--- config.mk ---
export PLATFORM = sky130hd
export DESIGN_NAME = mlg_conv_dec
export DESIGN_NICKNAME = d
export VERILOG_FILES = /design/src/rtl/mlcd_pkg.sv /design/src/rtl/mlcd_reencoder.sv /design/src/rtl/mlcd_syndrome_reg.sv /design/src/rtl/mlcd_majority.sv /design/src/rtl/mlg_conv_dec.sv
export SDC_FILE = /design/constraint.sdc
export NUM_CORES = 1
export LEC_CHECK = 0
export CORE_AREA = 2 2 54 56
export DETAILED_ROUTE_END_ITERATION = 16
export DIE_AREA = 0 0 56 58
export GPL_TIMING_DRIVEN = 0
export PLACE_DENSITY = 0.63
export SLEW_MARGIN = 20
export SYNTH_ARGS = -nofsm -noshare
export SYNTH_HDL_FRONTEND = slang
export SYNTH_HIERARCHICAL = 1
export SYNTH_SLANG_ARGS = --single-unit
export TNS_END_PERCENT = 30
--- constraint.sdc ---
create_clock -name clk -period 8.9 [get_ports clk]
set_clock_uncertainty 0.1 [all_clocks]
set_input_delay 1.335 -clock clk [delete_from_list [all_inputs] [get_ports clk]]
set_output_delay 1.335 -clock clk [all_outputs]
set_load 0.005 [all_outputs]
--- src/rtl/mlcd_pkg.sv ---
package mlcd_pkg;
  // Code memory and generator; bit j of the generator is the D^j coefficient.
  localparam int unsigned MLCD_MEM = 6;
  localparam logic [MLCD_MEM:0] MLCD_GEN = 7'b110_0101;

  // Number of ones in a vector, zero-extended to 32 bits.
  function automatic int unsigned ones_in(logic [31:0] v);
    int unsigned n;
    n = 0;
    for (int i = 0; i < 32; i++) n += int'(v[i]);
    return n;
  endfunction

  // Parity of the history selected by the generator; hist[j] is the bit of age j.
  function automatic logic tap_parity(logic [31:0] hist, logic [31:0] gen);
    return ^(hist & gen);
  endfunction

  // Majority decision over orthogonal check sums.
  function automatic logic vote_of(logic [31:0] checks, int unsigned thr);
    return ones_in(checks) >= thr;
  endfunction
endpackage

--- src/rtl/mlcd_reencoder.sv ---
module mlcd_reencoder #(
  parameter int unsigned MEM = mlcd_pkg::MLCD_MEM,
  parameter logic [MEM:0] GEN = mlcd_pkg::MLCD_GEN
) (
  input  logic clk,
  input  logic rst,
  input  logic adv,
  input  logic info_bit,
  input  logic par_bit,
  output logic syn_bit,
  output logic oldest_info
);
  logic [MEM:1] info_hist;
  logic [MEM:0] hist_now;

  assign hist_now    = {info_hist, info_bit};
  assign syn_bit     = mlcd_pkg::tap_parity(32'(hist_now), 32'(GEN)) ^ par_bit;
  assign oldest_info = info_hist[MEM];

  always_ff @(posedge clk) begin
    if (rst)      info_hist <= '0;
    else if (adv) info_hist <= {info_hist[MEM-1:1], info_bit};
  end
endmodule

--- src/rtl/mlcd_syndrome_reg.sv ---
module mlcd_syndrome_reg #(
  parameter int unsigned MEM = mlcd_pkg::MLCD_MEM,
  parameter logic [MEM:0] GEN = mlcd_pkg::MLCD_GEN
) (
  input  logic         clk,
  input  logic         rst,
  input  logic         adv,
  input  logic         syn_in,
  input  logic         fix,
  output logic [MEM:0] syn_all
);
  logic [MEM:1] stage;

  assign syn_all = {stage, syn_in};

  // Stage k takes the syndrome of age k-1; the correction is folded into every
  // syndrome that still contains the corrected bit (check tap MEM-(k-1)).
  for (genvar k = 1; k <= MEM; k++) begin : g_stage
    localparam bool_fb = GEN[MEM-(k-1)];
    always_ff @(posedge clk) begin
      if (rst)      stage[k] <= 1'b0;
      else if (adv) stage[k] <= syn_all[k-1] ^ (fix & 1'(bool_fb));
    end
  end
endmodule

--- src/rtl/mlcd_majority.sv ---
module mlcd_majority #(
  parameter int unsigned MEM = mlcd_pkg::MLCD_MEM,
  parameter logic [MEM:0] GEN = mlcd_pkg::MLCD_GEN
) (
  input  logic [MEM:0] syn_all,
  input  logic         enable,
  output logic [MEM:0] checks,
  output logic         vote
);
  localparam int unsigned NTAP = mlcd_pkg::ones_in(32'(GEN));
  localparam int unsigned THR  = NTAP / 2 + 1;

  // Syndrome of age k is orthogonal on the oldest bit when tap MEM-k is set.
  for (genvar k = 0; k <= MEM; k++) begin : g_chk
    assign checks[k] = syn_all[k] & GEN[MEM-k];
  end

  assign vote = enable & mlcd_pkg::vote_of(32'(checks), THR);
endmodule

--- src/rtl/mlg_conv_dec.sv ---
module mlg_conv_dec #(
  parameter int unsigned MEM = mlcd_pkg::MLCD_MEM,
  parameter logic [MEM:0] GEN = mlcd_pkg::MLCD_GEN
) (
  input  logic clk,
  input  logic rst,
  input  logic in_valid,
  input  logic data_in,
  input  logic parity_in,
  output logic out_valid,
  output logic out_bit
);
  localparam int unsigned FW = $clog2(MEM + 1);

  logic [FW-1:0] fill;
  logic          win_full;
  logic          syn_now;
  logic          oldest_info;
  logic [MEM:0]  syn_all;
  logic [MEM:1]  syn_hist;
  logic [MEM:0]  checks;
  logic          vote;
  logic          fix;

  assign win_full = (fill == FW'(MEM));
  assign syn_hist = syn_all[MEM:1];
  assign fix      = vote & in_valid;

  always_ff @(posedge clk) begin
    if (rst)                       fill <= '0;
    else if (in_valid && !win_full) fill <= fill + 1'b1;
  end

  mlcd_reencoder #(.MEM(MEM), .GEN(GEN)) u_reenc (
    .clk(clk), .rst(rst), .adv(in_valid),
    .info_bit(data_in), .par_bit(parity_in),
    .syn_bit(syn_now), .oldest_info(oldest_info)
  );

  mlcd_syndrome_reg #(.MEM(MEM), .GEN(GEN)) u_synd (
    .clk(clk), .rst(rst), .adv(in_valid),
    .syn_in(syn_now), .fix(fix), .syn_all(syn_all)
  );

  mlcd_majority #(.MEM(MEM), .GEN(GEN)) u_vote (
    .syn_all(syn_all), .enable(win_full),
    .checks(checks), .vote(vote)
  );

  always_ff @(posedge clk) begin
    if (rst) begin
      out_valid <= 1'b0;
      out_bit   <= 1'b0;
    end else begin
      out_valid <= in_valid & win_full;
      if (in_valid && win_full) out_bit <= oldest_info ^ vote;
    end
  end
endmodule

==> results of run 1 <==
[area by class of cell]
type                    count  area share [%]
inverters                   5            1.96
plain buffers               3            1.83
clock buffers               3            2.35
clock inverters             1           0.522
repair buffers              6            6.27
multi-input cells          54            47.5
well taps                  31            4.05
flip-flops and latches     17            35.5
[critical path, stage by stage]
cell and delay, ns:
clkdlybuf4s50_1 0.49, xnor3_1 0.23, xnor2_1 0.16, buf_4 0.14, ha_1 0.27, inv_1 0.04, fa_1 0.34, inv_1 0.06
ha_1 0.23, nor2b_4 0.12, o21a_1 0.18, and2_2 0.23, xnor2_1 0.14, a211oi_2 0.21
[worst paths after layout]
path	slack, ns	end	from
max reg2reg	5.79	u_synd/syn_all[1]	u_reenc/info_hist[6]
min	0.39	u_synd/syn_all[2]	u_synd/syn_all[2]
min reg2reg	0.39	u_synd/syn_all[2]	u_synd/syn_all[2]
max	4.82	u_synd/syn_all[1]	data_in
[state kept, by name, indices dropped and copies added (netlist names)]
register,count
out_bit,1
u_synd/syn_all,6
out_valid,1
fill,3
u_reenc/info_hist,6
[power by group]
part           total [uW]  internal (uW)  switching (uW)
Combinational        20.6           11.1            9.50
Clock                40.1           16.7            23.4
Sequential           80.9           78.9            2.07
[placed cells by master (no fill, tap or decap)]
cell type and instances:
a211oi_1 2, a211oi_2 1, a21boi_4 1, a21oi_1 1, a311oi_1 1, a31oi_1 1
and2_1 1, and2_2 1, and4b_1 1, buf_2 2, buf_4 1, clkbuf_4 3
clkdlybuf4s50_1 6, clkinv_2 1, dfxtp_1 17, fa_1 1, ha_1 4, inv_1 5
mux2_4 2, mux2i_1 9, nand3_1 1, nor2_1 15, nor2b_1 2, nor2b_4 1
nor3_1 1, o21a_1 1, xnor2_1 5, xnor3_1 1, xor2_1 1
[through the flow]
step           cells  utilization, %  power (uW)  hold WS [ns]
4_1_cts          120            36.0         145         0.393
2_1_floorplan     79               -        97.8         0.358
3_5_place_dp     116            35.0         104         0.378
3_3_place_gp     116            35.0         103         0.375
5_1_grt          120            36.0         151         0.439
6_report         120            36.0         142         0.387
[layer usage]
metal  wire length [um]  up-vias
met3                 69        2
met1                546      245
met4                  8        0
met5                  0        -
li1                   -      283
met2                518       10
==> flow_summary.toml, run 1 <==
[floorplan]
dieArea_mm2 = 0.00325
ios = 7
coreArea_mm2 = 0.00266
die_h_um = 58
die_w_um = 56
initial_core_util_pct = 31.2
core.rowCount = 19

[global_routing]
busiest_layer = "met2"
use_met2_pct = 12.9
grt_max_degree = 20
grt_usage_pct = 8.64
grt_use_met3_pct = 4.91
grt_antenna_before_repair = 0
use_met1_pct = 10.9
grt_overflow_total = 0
grt_pass1_wl_um = 2160
grt_pass1_vias = 504

[setup_path]
worstPathMaxFanout = 3
reg2regPathDepth = 13
cp.required_ns = 9.01
arrival_ns = 4.18
critPathCaptureType = "register"
crit_type = "in -> reg"
start_kind = "primary input"

[status]
status = "finished clean"

[synth]
synth_nets = 89
avgSynthCellArea_um2 = 10.5
synth_area_um2 = 832
synthCells = 79
yosys_warnings = 6

[detailed_routing]
post-route-drc-count = 0
drt_iter0_drc = 6
dr.pass1.iters = 4
vias_per_cell = 4.50
drtAntennaViolNets = 0
wl_um = 1140
wl_per_cell_um = 9.52
num_vias = 540

[clock_tree]
cts.sinks = 17
cts.clk_slew.worst_paths_ns = 0.10
ctsHtreeMaxLevel = 1
cts_root_buffer = "clkbuf_4"
hold_buffers = 0
cts_tree = "built"
clk_latency_ns = 0.29
cts.repair.resized = 0
clockBufferDepth = 2
numCtsBuffers = 3
cts_setup_buffers = 0

[final_layout]
diodes = 0
nNetsFinal = 100
post-route-cell-area_um2 = 958
drive_gt1_share_pct = 14.6
layout-area-overhead-vs-synth_pct = 15.2
fillers = 282
multiInputGateArea_um2 = 455
seqCellArea_um2 = 340

[timing]
slew_violations = 0
finalHoldViolCount = 0
max_freq_mhz = 245
tns_ns = 0
finalCritPeriodShare_pct = 45.8
rsz0062_at_grt = "no"
finalSetupViolCount = 0
fin_ws_ns = 4.82
slew_headroom_pct = 55.7
tightest_slew_ns = 0.663
period_needed_ns = 4.08

[placement]
placed_area_um2 = 931
place_congestion = 0.721
dp_slack_ns = 4.51
dp_hpwl_um = 837
port_buffers = 6

[pwr]
power.leakage_uw = 0.000408
vdd_drop_max_uv = 101
cellPowerDensity_mw_per_mm2 = 148

[worst_hold_path]
min_path_cells = 2
hp-class = "reg -> reg"

[run]
cap_violations = 0
(Power assumes the default switching activity.)
==> inputs of run 2 (changes only) <==
--- a/config.mk
+++ b/config.mk
@@ -9,7 +9,7 @@
 export DETAILED_ROUTE_END_ITERATION = 16
 export DIE_AREA = 0 0 56 58
 export GPL_TIMING_DRIVEN = 0
-export PLACE_DENSITY = 0.63
+export PLACE_DENSITY = 0.65
 export SLEW_MARGIN = 20
 export SYNTH_ARGS = -nofsm -noshare
 export SYNTH_HDL_FRONTEND = slang
==> constraint.sdc (replaced) <==
create_clock -name clk -period 3.55 [get_ports clk]
set_clock_uncertainty 0.1 [all_clocks]
set_input_delay 0.5325 -clock clk [delete_from_list [all_inputs] [get_ports clk]]
set_output_delay 0.5325 -clock clk [all_outputs]
set_load 0.005 [all_outputs]
==> run 2 against run 1 <==
Non-clock buffer count unchanged. Design area fell by 0.13%. Total power increased to 2.5 times the previous value. Largest power group unchanged.
==> flow_summary.toml, run 2 (synthesis results as in run 1) <==
[status]
status = "finished clean"

[timing]
slew_violations = 0
finalCritPeriodShare_pct = 93.4
finalHoldViolCount = 0
finalSetupViolCount = 0
tightest_slew_ns = 0.688
rsz0062_at_grt = "no"
slew_headroom_pct = 54.0
max_freq_mhz = 301
period_needed_ns = 3.32

[clock_tree]
cts_tree = "built"
cts_root_buffer = "clkbuf_4"
cts.sinks = 17
ctsHtreeMaxLevel = 1
cts.clk_slew.worst_paths_ns = 0.10
cts.repair.resized = 0
hold_buffers = 0
numCtsBuffers = 3
clockBufferDepth = 2
cts_setup_buffers = 0
clk_latency_ns = 0.29

[worst_hold_path]
hp-class = "reg -> reg"

[floorplan]
initial_core_util_pct = 31.2
die_h_um = 58
coreArea_mm2 = 0.00266
ios = 7
dieArea_mm2 = 0.00325
die_w_um = 56
core.rowCount = 19

[detailed_routing]
num_vias = 553
drtAntennaViolNets = 0
wl_um = 1220
drt_iter0_drc = 1
post-route-drc-count = 0
vias_per_cell = 4.61
wl_per_cell_um = 10.2
dr.pass1.iters = 2

[setup_path]
crit_type = "in -> reg"
cp.required_ns = 3.65
start_kind = "primary input"
worstPathMaxFanout = 3
critPathCaptureType = "register"
arrival_ns = 3.41

[placement]
place_congestion = 0.708
port_buffers = 6
dp_hpwl_um = 882
placed_area_um2 = 931

[final_layout]
diodes = 0
layout.cells.most_common = "dfxtp_1"
layout-area-overhead-vs-synth_pct = 15.0
fillers = 272
nNetsFinal = 100
post-route-cell-area_um2 = 957
layout_common_cells = "dfxtp_1 (17), nor2_1 (15), mux2i_1 (9)"
drive_gt1_share_pct = 13.5

[global_routing]
grt_overflow_total = 0
grt_antenna_before_repair = 0
grt_pass1_vias = 487
grt_pass1_wl_um = 2050
grt_usage_pct = 8.35
grt_max_degree = 20

[pwr]
cellPowerDensity_mw_per_mm2 = 375
vdd_drop_max_uv = 195
p_total_uw = 359
power.leakage_uw = 0.000405

[run]
cap_violations = 0
-- run 2: changes by cell type in the layout (fill, tap and decap cells not counted) --
cell      change
clkbuf_1      +1
clkinv_2      -1
-- run 2: where the power goes --
part | internal, uW | total (uW) | switching (uW)
clock | 43.7 | 103 | 59.3
combinational | 28.0 | 52.8 | 24.8
sequential | 198 | 203 | 5.03
-- run 2: per-layer routing --
metal  vias to the layer above  track usage [%]  part of all wire [%]
li1                        286                -                     -
met5                         -                0                     0
met4                         0             6.12                   2.3
met3                         4             2.90                   4.9
met2                        11             12.6                    43
met1                       252             9.85                    49
-- run 2: final timing paths --
check / from / endpoint / slack, ns / cells after the start
max: data_in / u_synd/syn_all[2] / 0.23 / 14
min: u_synd/syn_all[2] / u_synd/syn_all[2] / 0.40 / 2
max reg2reg: u_reenc/info_hist[6] / u_synd/syn_all[2] / 0.41 / 13
min reg2reg: u_synd/syn_all[2] / u_synd/syn_all[2] / 0.40 / 2
-- run 2: area by class of cell --
cell class | instances | area (um^2) | area share, %
multi-input cells | 54 | 455 | 47.6
flip-flops and latches | 17 | 340 | 35.6
repair buffers | 6 | 60.1 | 6.27
well taps | 31 | 38.8 | 4.05
clock buffers | 4 | 26.3 | 2.75
inverters | 5 | 18.8 | 1.96
plain buffers | 3 | 17.5 | 1.83
-- run 2: worst max-delay path: stages --
cell and delay, ns:
clkdlybuf4s50_1 0.49, xnor3_1 0.23, xnor2_1 0.16, buf_4 0.15
ha_1 0.27, inv_1 0.04, fa_1 0.34, inv_1 0.07
ha_1 0.22, nor2b_4 0.13, o21a_1 0.18, and2_2 0.23
xnor2_1 0.13, a211oi_1 0.24
-- run 2: metrics by stage --
step | hold WS [ns] | cells | worst slack, ns | utilization [%] | TNS (ns)
floorplan | 0.358 | 79 | 0.605 | - | 0
global placement | 0.375 | 116 | -0.0181 | 35.0 | -0.0181
detailed placement | 0.383 | 116 | -0.0814 | 35.0 | -0.148
CTS | 0.412 | 120 | 0.219 | 35.9 | 0
global route | 0.442 | 120 | 0.0408 | 35.9 | 0
finish | 0.401 | 120 | 0.233 | 35.9 | 0
==> inputs of run 3 (changes only) <==
--- a/config.mk
+++ b/config.mk
@@ -5,11 +5,12 @@
 export SDC_FILE = /design/constraint.sdc
 export NUM_CORES = 1
 export LEC_CHECK = 0
-export CORE_AREA = 2 2 54 56
+export CAP_MARGIN = 40
+export CORE_AREA = 2 2 46 48
 export DETAILED_ROUTE_END_ITERATION = 16
-export DIE_AREA = 0 0 56 58
+export DIE_AREA = 0 0 48 50
 export GPL_TIMING_DRIVEN = 0
-export PLACE_DENSITY = 0.65
+export PLACE_DENSITY = 0.81
 export SLEW_MARGIN = 20
 export SYNTH_ARGS = -nofsm -noshare
 export SYNTH_HDL_FRONTEND = slang
==> run 3 against run 2 <==
Worst hold slack lost 0.0040 ns. Non-clock buffer count is the same. Combinational power fell by 2%. Critical path depth unchanged. Clock power hardly changed.
==> flow_summary.toml, run 3 (synthesis results as in run 1) <==
[timing]
finalSetupViolCount = 0
slew_headroom_pct = 55.8
finalCritPeriodShare_pct = 93.2
period_needed_ns = 3.31
finalHoldViolCount = 0
fin_ws_ns = 0.242
slew_violations = 0
rsz0062_at_grt = "no"
max_freq_mhz = 302
tightest_slew_ns = 0.661

[clock_tree]
ctsHtreeMaxLevel = 1
hold_buffers = 0
cts.repair.resized = 0
cts_root_buffer = "clkbuf_4"
cts_setup_buffers = 0
cts.sinks = 17
cts_tree = "built"
cts.clk_slew.worst_paths_ns = 0.09
clockBufferDepth = 2
clk_latency_ns = 0.28
numCtsBuffers = 3

[setup_path]
cpLargestDelayFamily = "adder cells"
slowest_delay_ns = 0.49
crit_type = "in -> reg"
cp.required_ns = 3.64
worstPathMaxFanout = 3
r2r_slack_ns = 0.42
cp_cell_sequence = "clkdlybuf4s50_1, xnor3_1, xnor2_1, buf_4, ha_1, inv_1, fa_1, inv_1, ha_1, nor2b_4, o21a_1, and2_2, xnor2_1, a211oi_1"
arrival_ns = 3.40
start_kind = "primary input"
cp_num_buf_inv = 4
critPathCaptureType = "register"
cp_slowest_cell = "clkdlybuf4s50_1"

[floorplan]
ios = 7
die_w_um = 48
dieArea_mm2 = 0.00240
die_h_um = 50
coreArea_mm2 = 0.00190
core.rowCount = 16
initial_core_util_pct = 43.8

[final_layout]
diodes = 0
finalNonFillerCells = 116
layout_common_cells = "dfxtp_1 (17), nor2_1 (15), mux2i_1 (9)"
nNetsFinal = 100
fillers = 172
layout.cells.most_common = "dfxtp_1"
layout-area-overhead-vs-synth_pct = 14.4
drive_gt1_share_pct = 13.5

[global_routing]
grt_pass1_wl_um = 2170
grt_pass1_vias = 534
grt_max_degree = 20
grt_usage_pct = 13.1
grt_antenna_before_repair = 0
grt_overflow_total = 0

[detailed_routing]
drtAntennaViolNets = 0
dr.pass1.iters = 4
vias_per_cell = 4.69
wl_um = 1190
num_vias = 544
drt_iter0_drc = 4
post-route-drc-count = 0
wl_per_cell_um = 10.2

[pwr]
switching_share_pct = 24.5
p_switching_uw = 87.4
p_clk_share_pct = 28.5
power.leakage_uw = 0.000405
p_comb_share_pct = 14.6
seq_power_share_pct = 56.9
vdd_drop_max_uv = 159
cellPowerDensity_mw_per_mm2 = 375
intPower_uw = 269

[placement]
dp_slack_ns = -0.0586
port_buffers = 6
dp_hpwl_um = 885
place_congestion = 0.698
placed_cells = 112

[run]
cap_violations = 0

[status]
status = "finished clean"

[worst_hold_path]
hp-class = "reg -> reg"
==> run 3: cell counts in the layout (fill, tap and decap cells not counted) <==
No cell type changed its count.
==> run 3: metal layers <==
layer / vias to the layer above / track usage (%) / routed length [um]
met5: - / 0 / 0
met4: 0 / 8.11 / 14
met3: 2 / 4.40 / 41
met2: 8 / 20.7 / 574
met1: 250 / 14.4 / 555
li1: 284 / - / -
==> run 3: worst register-to-register path, stage by stage (launching register included) <==
cell and delay, ns:
dfxtp_1 0.38, xnor3_1 0.41, xnor2_1 0.16, buf_4 0.14
ha_1 0.26, inv_1 0.04, fa_1 0.35, inv_1 0.06
ha_1 0.22, nor2b_4 0.12, o21a_1 0.18, and2_2 0.23
xnor2_1 0.13, a211oi_1 0.23
==> run 3: per-stage QoR <==
step	utilization, %	cell area [um^2]	total power, uW	hold WS, ns	setup TNS [ns]
2_1_floorplan	-	832	245	0.358	0
3_3_place_gp	48.7	926	258	0.372	-0.0154
3_5_place_dp	48.7	926	260	0.380	-0.152
4_1_cts	50.1	952	364	0.394	0
5_1_grt	50.1	952	376	0.406	0
6_report	50.1	952	357	0.397	0
==> run 3: layout make-up <==
type                       count  area [um^2]  share of cell area, %
inverter                       5         18.8                   1.97
timing repair buffer           6         60.1                   6.31
clock buffer                   4         26.3                   2.76
buffer                         3         17.5                   1.84
tap                           27         33.8                   3.55
multi-input combinational     54          455                   47.8
sequential                    17          340                   35.7
==> run 3: path summary, 6_finish.rpt <==
check                                          start                end  cells past startpoint
worst max register to register  u_reenc/info_hist[6]  u_synd/syn_all[2]                     13
worst min-delay path               u_synd/syn_all[2]  u_synd/syn_all[2]                      2
worst max-delay path                         data_in  u_synd/syn_all[2]                     14
worst min register to register     u_synd/syn_all[2]  u_synd/syn_all[2]                      2
==> run 3: power groups by stage <==
stage | Combinational, uW | Clock (uW) | Sequential (uW)
after floorplan | 39.0 | 0 | 206
after global placement | 50.8 | 0 | 207
after detailed placement | 52.3 | 0 | 207
after CTS | 52.8 | 108 | 203
after global routing | 58.0 | 114 | 204
final | 52.0 | 102 | 203
